--- src/rtl/cmp_timer_pkg.sv ---
package cmp_timer_pkg;

  typedef enum logic [2:0] {
    RA_CAP   = 3'd0,
    RA_GEN   = 3'd1,
    RA_STAT  = 3'd2,
    RA_CNT   = 3'd3,
    RA_CHCFG = 3'd4,
    RA_CMP   = 3'd5,
    RA_PER   = 3'd6
  } regAddrE;

  localparam int GEN_RUN_B  = 0;
  localparam int GEN_LEG_B  = 1;
  localparam int CH_IRQEN_B = 2;
  localparam int CH_PER_B   = 3;
  localparam int CH_SETV_B  = 6;
  localparam int CH_M32_B   = 8;
  localparam int STAT_B     = 0;

  typedef struct packed {
    logic cntLoad;
    logic cmpLoad;
    logic perLoad;
    logic run;
    logic periodic;
  } dpStrobeT;

endpackage

--- src/rtl/cmp_timer_dp.sv ---
module cmp_timer_dp
  import cmp_timer_pkg::*;
#(
  parameter int DATA_W = 32
) (
  input  logic              clk,
  input  logic              rstN,
  input  dpStrobeT          stb,
  input  logic [DATA_W-1:0] wdata,
  output logic [DATA_W-1:0] count,
  output logic [DATA_W-1:0] cmpVal,
  output logic [DATA_W-1:0] perVal,
  output logic              hit
);

  assign hit = stb.run && (count == cmpVal);

  always_ff @(posedge clk or negedge rstN) begin
    if (!rstN) begin
      count <= '0;
    end else if (stb.cntLoad) begin
      count <= wdata;
    end else if (stb.run) begin
      count <= count + 1'b1;
    end
  end

  always_ff @(posedge clk or negedge rstN) begin
    if (!rstN) begin
      cmpVal <= '1;
    end else if (stb.cmpLoad) begin
      cmpVal <= wdata;
    end else if (hit && stb.periodic) begin
      cmpVal <= cmpVal + perVal;
    end
  end

  always_ff @(posedge clk or negedge rstN) begin
    if (!rstN) begin
      perVal <= '0;
    end else if (stb.perLoad) begin
      perVal <= wdata;
    end
  end

  AST_COUNT_FROZEN: assert property (@(posedge clk) disable iff (!rstN)
    (!stb.run && !stb.cntLoad) |=> $stable(count));
  AST_COUNT_STEP: assert property (@(posedge clk) disable iff (!rstN)
    (stb.run && !stb.cntLoad) |=> (count == $past(count) + 1'b1));
  AST_PERIOD_RELOAD: assert property (@(posedge clk) disable iff (!rstN)
    (hit && stb.periodic && !stb.cmpLoad) |=> (cmpVal == $past(cmpVal) + $past(perVal)));
  AST_PERIOD_HOLD: assert property (@(posedge clk) disable iff (!rstN)
    !stb.perLoad |=> $stable(perVal));

endmodule

--- src/rtl/cmp_timer_ctrl.sv ---
module cmp_timer_ctrl
  import cmp_timer_pkg::*;
#(
  parameter int DATA_W     = 32,
  parameter bit LEGACY_CAP = 1'b1
) (
  input  logic              clk,
  input  logic              rstN,
  input  logic              wrEn,
  input  logic [2:0]        addr,
  input  logic [DATA_W-1:0] wdata,
  input  logic              hitIn,
  input  logic [DATA_W-1:0] cntIn,
  input  logic [DATA_W-1:0] cmpIn,
  input  logic [DATA_W-1:0] perIn,
  output dpStrobeT          stb,
  output logic [DATA_W-1:0] rdata,
  output logic              irqOut
);

  logic genRun, genLegacy;
  logic chIrqEn, chPeriodic, chSetVal, chMode32;
  logic setPhase;
  logic irqPend;

  logic wrGen, wrStat, wrChCfg, wrCmp;
  assign wrGen   = wrEn && (addr == RA_GEN);
  assign wrStat  = wrEn && (addr == RA_STAT);
  assign wrChCfg = wrEn && (addr == RA_CHCFG);
  assign wrCmp   = wrEn && (addr == RA_CMP);

  always_ff @(posedge clk or negedge rstN) begin
    if (!rstN) begin
      genRun    <= 1'b0;
      genLegacy <= 1'b0;
    end else if (wrGen) begin
      genRun    <= wdata[GEN_RUN_B];
      genLegacy <= wdata[GEN_LEG_B] & LEGACY_CAP;
    end
  end

  always_ff @(posedge clk or negedge rstN) begin
    if (!rstN) begin
      chIrqEn    <= 1'b0;
      chPeriodic <= 1'b0;
      chSetVal   <= 1'b0;
      chMode32   <= 1'b0;
      setPhase   <= 1'b0;
    end else if (wrChCfg) begin
      chIrqEn    <= wdata[CH_IRQEN_B];
      chPeriodic <= wdata[CH_PER_B];
      chSetVal   <= wdata[CH_SETV_B];
      chMode32   <= wdata[CH_M32_B];
      setPhase   <= 1'b0;
    end else if (wrCmp && chSetVal) begin
      if (setPhase) begin
        chSetVal <= 1'b0;
        setPhase <= 1'b0;
      end else begin
        setPhase <= 1'b1;
      end
    end
  end

  always_ff @(posedge clk or negedge rstN) begin
    if (!rstN) begin
      irqPend <= 1'b0;
    end else if (hitIn && chIrqEn) begin
      irqPend <= 1'b1;
    end else if (wrStat && wdata[STAT_B]) begin
      irqPend <= 1'b0;
    end
  end

  always_comb begin
    stb          = '0;
    stb.cntLoad  = wrEn && (addr == RA_CNT);
    stb.cmpLoad  = wrCmp && !(chSetVal && setPhase);
    stb.perLoad  = wrCmp && (!chSetVal || setPhase);
    stb.run      = genRun;
    stb.periodic = chPeriodic;
  end

  always_comb begin
    rdata = '0;
    case (regAddrE'(addr))
      RA_CAP:   rdata[0] = LEGACY_CAP;
      RA_GEN: begin
        rdata[GEN_RUN_B] = genRun;
        rdata[GEN_LEG_B] = genLegacy;
      end
      RA_STAT:  rdata[STAT_B] = irqPend;
      RA_CNT:   rdata = cntIn;
      RA_CHCFG: begin
        rdata[CH_IRQEN_B] = chIrqEn;
        rdata[CH_PER_B]   = chPeriodic;
        rdata[CH_SETV_B]  = chSetVal;
        rdata[CH_M32_B]   = chMode32;
      end
      RA_CMP:   rdata = cmpIn;
      RA_PER:   rdata = perIn;
      default:  rdata = '0;
    endcase
  end

  assign irqOut = irqPend;

  AST_SETVAL_SELF_CLEAR: assert property (@(posedge clk) disable iff (!rstN)
    (wrCmp && chSetVal && setPhase && !wrChCfg) |=> !chSetVal);
  AST_SETVAL_HOLD_FIRST: assert property (@(posedge clk) disable iff (!rstN)
    (wrCmp && chSetVal && !setPhase) |=> chSetVal);
  AST_PEND_ON_HIT: assert property (@(posedge clk) disable iff (!rstN)
    (hitIn && chIrqEn) |=> irqPend);
  AST_NO_PEND_MASKED: assert property (@(posedge clk) disable iff (!rstN)
    (!irqPend && !(hitIn && chIrqEn)) |=> !irqPend);

endmodule

--- src/rtl/cmp_timer.sv ---
module cmp_timer
  import cmp_timer_pkg::*;
#(
  parameter int DATA_W     = 32,
  parameter bit LEGACY_CAP = 1'b1
) (
  input  logic              clk,
  input  logic              rstN,
  input  logic              wrEn,
  input  logic [2:0]        addr,
  input  logic [DATA_W-1:0] wdata,
  output logic [DATA_W-1:0] rdata,
  output logic              irq
);

  dpStrobeT          stb;
  logic [DATA_W-1:0] count, cmpVal, perVal;
  logic              hit;

  cmp_timer_ctrl #(.DATA_W(DATA_W), .LEGACY_CAP(LEGACY_CAP)) u_ctrl (
    .clk(clk), .rstN(rstN), .wrEn(wrEn), .addr(addr), .wdata(wdata),
    .hitIn(hit), .cntIn(count), .cmpIn(cmpVal), .perIn(perVal),
    .stb(stb), .rdata(rdata), .irqOut(irq)
  );

  cmp_timer_dp #(.DATA_W(DATA_W)) u_dp (
    .clk(clk), .rstN(rstN), .stb(stb), .wdata(wdata),
    .count(count), .cmpVal(cmpVal), .perVal(perVal), .hit(hit)
  );

endmodule

--- config.mk ---
export PLATFORM = sky130hd
export DESIGN_NAME = cmp_timer
export DESIGN_NICKNAME = d
export VERILOG_FILES = /design/src/rtl/cmp_timer_pkg.sv /design/src/rtl/cmp_timer_dp.sv /design/src/rtl/cmp_timer_ctrl.sv /design/src/rtl/cmp_timer.sv
export SDC_FILE = /design/constraint.sdc
export NUM_CORES = 1
export LEC_CHECK = 0
export BUFFER_PORTS_ARGS = -buffer_cell sky130_fd_sc_hd__buf_2
export CAP_MARGIN = 20
export CORE_ASPECT_RATIO = 1.2
export CORE_MARGIN = 2
export CORE_UTILIZATION = 50
export CTS_CLUSTER_SIZE = 25
export DETAILED_ROUTE_END_ITERATION = 8
export GPL_ROUTABILITY_DRIVEN = 0
export PLACE_DENSITY = 0.69
export SLEW_MARGIN = 10
export SYNTH_ARGS = -nofsm -noshare
export SYNTH_HDL_FRONTEND = slang
export SYNTH_HIERARCHICAL = 1
export SYNTH_SLANG_ARGS = --single-unit
--- constraint.sdc ---
create_clock -name clk -period 8.6 [get_ports clk]
set_input_delay 0.86 -clock clk [delete_from_list [all_inputs] [get_ports clk]]
set_output_delay 0.86 -clock clk [all_outputs]
set_load 0.01 [all_outputs]
==> out/qor.yml <==
status: "completed"
netlist_top_cells_area: "sky130_fd_sc_hd__dfrtp_1 (23%), sky130_fd_sc_hd__dfstp_2 (11%), sky130_fd_sc_hd__a22o_1 (6.1%)"
synth_area_leader_cell: "sky130_fd_sc_hd__dfrtp_1"
slowest_stage: "sky130_fd_sc_hd__buf_2"
share_of_cell_area_taken_by_muxes_after_synthesis_pct: 7.99
reg2reg_from: "u_dp/perVal[0]$_DFFE_PN0P_"
final_layout_size_suffix_gt1_share_pct: 20.9
clk_latency_ps: 360
crit_end: "rdata[31]"
min_path_type: "primary input to async pin"
synthToLayoutAreaGrowth_pct: 9.00
path_delay_family: "buffers and inverters"
final_hold_viol_count: 0
post_dp_cell_area_um2: 8370
timing.critical_path.fanout_max: 39
numPortBuffers: 70
crit_path_frequent_cell: "sky130_fd_sc_hd__buf_2"
number_of_global_route_vias_before_repair: 6617
yosys.area.top_type_share_pct: 22.5
rows: 50
synthesis.instances: 879
post_cts_resized: 0
global_route.overflow_total: 0
antenna_cells: 0
synth-compound-area-share_pct: 21.4
clkPwrFrac_pct: 17.7
final_util_pct: 55.7
post-dp-hpwl_mm: 16.2
fp.dieW_um: 119
avgViaCountPerCell: 6.18
detail_route.wl_per_cell_um: 20.0
worst-path-buf-inv: 2
worst-r2r-setup-slack_ps: 5210
timing.fmax_mhz: 290
finClkSkew_ps: 6.72
power.sequential.fraction_pct: 34.6
crit_arrival_ps: 2590
initial_core_util_pct: 51.1
finalSetupViolations: 0
timing.max_cap.violations: 0
synth_flop_cell: "sky130_fd_sc_hd__dfrtp_1"
crit_required_ps: 7740
drt-initial-drc-count: 538
synth.cell_area_um2: 7990
cts_hold_buffers: 0
cp_slowest_stage_delay_ps: 660
cts_buffers: 9
dominant_combinational_cell_family_by_area_after_synthesis: "compound AO/OA/AOI/OAI gates"
tritoncts_clock_tree: "yes"
finalWorstPathRequiredPeriod_ps: 3450
cp_cell_sequence: "buf_2 > and3b_2 > a22o_1 > buf_2"
max-vdd-ir-drop_v: 0.000118
synth-edff-count: 0
flop_and_latch_count_out_of_synthesis: 104
htree_num_levels: 3
synthesized_net_count: 950
rsz0062_at_grt: "no"
worstMarginPinSlew_ps: 888
synth_cell_type_count: 77
fin_nets: 984
detailedRoute.firstPassIterationCount: 7
avgSynthCellArea_um2: 9.09
die_area_um2: 17000
synth_seq_area_share_pct: 33.1
netlist_top_cells_count: "sky130_fd_sc_hd__nand2_1 (104), sky130_fd_sc_hd__o21ai_0 (73), sky130_fd_sc_hd__dfrtp_1 (72), sky130_fd_sc_hd__a22o_1 (56), sky130_fd_sc_hd__xnor2_1 (43)"
yosys.area_share.adder_pct: 5.26
grt_antenna_before_repair: 0
parity_gate_share_of_the_synthesized_area_counting_xor_and_xnor_cells_pct: 8.77
maxSlewHeadroom_pct: 40.7
remaining_drc_errors: 0
cellPowerDensity_nw_per_um2: 289
ys_async_sr_fraction_pct: 100
cp.depth: 4
core_um2: 15600
grt_first_pass_wirelength_mm: 36.3
int_power_w: 0.00145
power_frac_comb_pct: 47.8
leakage_nw: 3.67
postRouteAntennaNets: 0
maximum_number_of_pins_on_one_net_before_global_route_repair: 78
cts-root-buf: "sky130_fd_sc_hd__clkbuf_16"
cts_setup_buffers: 0
finalCritPeriodShare_pct: 40.1
cts.sinks: 104
net-switching-power_w: 0.00107
worstRegToRegCells: 10
crit_type: "primary input to output pin"
synth-simple-area-share_pct: 18.9
timing.critical_path.from_type: "primary input"
setup.worst_path.end_class: "output pin"
fin_total_pwr_w: 0.00252
design_area_um2: 8710
dr_total_vias: 6961
sw_frac_of_total_pct: 42.5
die_y_um: 142
grt_resource_usage_total_pct: 27.4
floorplan.io_pins: 71
worst_setup_path_startpoint: "addr[2]"
fin_tns_setup_ps: 0
clkTransAtPathRegs_ps: 70
wirelength_mm: 22.6
synthesis.yosys.warnings: 6
slew_violations: 0
yosysMostFrequentCell: "sky130_fd_sc_hd__nand2_1"
reg_to_reg_endpoint: "u_dp/cmpVal[30]$_DFFE_PN1P_"
clockBufferDepth: 2
==> routing by layer <==
| metal | vias to the layer above | global-route usage, % | wire (um) |
|---|---|---|---|
| met3 | 37 | 5.05 | 970 |
| li1 | 3290 | - | - |
| met4 | 0 | 8.98 | 558 |
| met5 | - | 0 | 0 |
| met2 | 189 | 44.2 | 10600 |
| met1 | 3445 | 37.2 | 10400 |
==> flip-flops by register name, indices dropped and copies added, names as in the netlist <==
signal and count:
u_ctrl/chIrqEn 1, u_ctrl/chMode32 1, u_ctrl/chPeriodic 1, u_ctrl/chSetVal 1
u_ctrl/genLegacy 1, u_ctrl/genRun 1, u_ctrl/irqOut 1, u_ctrl/setPhase 1
u_dp/cmpVal 32, u_dp/count 32, u_dp/perVal 32
==> stage by stage <==
| step | setup WS (ps) | std cells | hold WS, ps |
|---|---|---|---|
| 6_report | 5150 | 1126 | 405 |
| 5_1_grt | 5050 | 1126 | 426 |
| 4_1_cts | 5130 | 1125 | 419 |
| 3_5_place_dp | 4890 | 1109 | 497 |
| 3_3_place_gp | 4940 | 1109 | 487 |
| 2_1_floorplan | 5860 | 879 | 477 |
==> area by class of cell <==
class | count | area, um^2
Clock buffer | 10 | 229
Multi-Input combinational cell | 704 | 5000
Timing Repair Buffer | 77 | 425
Inverter | 17 | 63.8
Sequential cell | 104 | 2640
Tap cell | 208 | 260
Clock inverter | 6 | 83.8
Fill cell | 1459 | 6930
==> cell usage in the layout (no fill, tap or decap), drive strengths merged, types with 3 or more instances in the layout <==
master	Yosys	layout
a21o	21	21
xnor2	45	45
ha	32	32
clkbuf	29	10
dfrtp	72	72
and4	4	4
mux2i	21	21
nor4	5	5
nor3	15	15
buf	25	77
or3	7	7
a311oi	3	3
nand2	104	104
a31oi	9	9
mux2	38	38
inv	17	17
clkinv	0	4
and3	10	10
or2b	3	3
dfstp	32	32
a21oi	38	38
nor2b	10	10
a211oi	7	7
o211ai	4	4
nand2b	7	7
nand3	27	27
o31ai	4	4
or4	4	4
and2	8	8
o21ai	77	77
o21bai	8	8
a22o	56	56
o2bb2ai	3	3
xor2	32	32
nor3b	4	4
o31a	3	3
o21a	5	5
nor2	38	38
nand4	26	26
==> worst min-delay path by stage <==
| stage | from | endpoint | depth (start not counted) |
|---|---|---|---|
| final | rstN | u_dp/count[8]$_DFFE_PN0P_ | 1 |
| after global placement | u_ctrl/genLegacy$_DFFE_PN0P_ | u_ctrl/genLegacy$_DFFE_PN0P_ | 1 |
| after floorplan | u_ctrl/genLegacy$_DFFE_PN0P_ | u_ctrl/genLegacy$_DFFE_PN0P_ | 1 |
| after detailed placement | u_ctrl/genLegacy$_DFFE_PN0P_ | u_ctrl/genLegacy$_DFFE_PN0P_ | 1 |
| after CTS | rstN | u_dp/count[8]$_DFFE_PN0P_ | 1 |
| after global routing | rstN | u_dp/count[8]$_DFFE_PN0P_ | 1 |
==> power by group through the flow <==
stage / Combinational, W / Sequential (W) / Clock (W)
finish: 0.00120 / 0.000870 / 0.000445
CTS: 0.00118 / 0.000868 / 0.000454
global placement: 0.00116 / 0.000872 / 0
global route: 0.00132 / 0.000895 / 0.000475
floorplan: 0.000939 / 0.000801 / 0
detailed placement: 0.00117 / 0.000876 / 0
==> kinds of logic after synthesis <==
kind of cell,after synthesis
simple gates,283
compound gates,252
flops,104
xor+xnor,77
buf+inv,71
mux,59
fa+ha+maj,33
(Power assumes the default switching activity.)
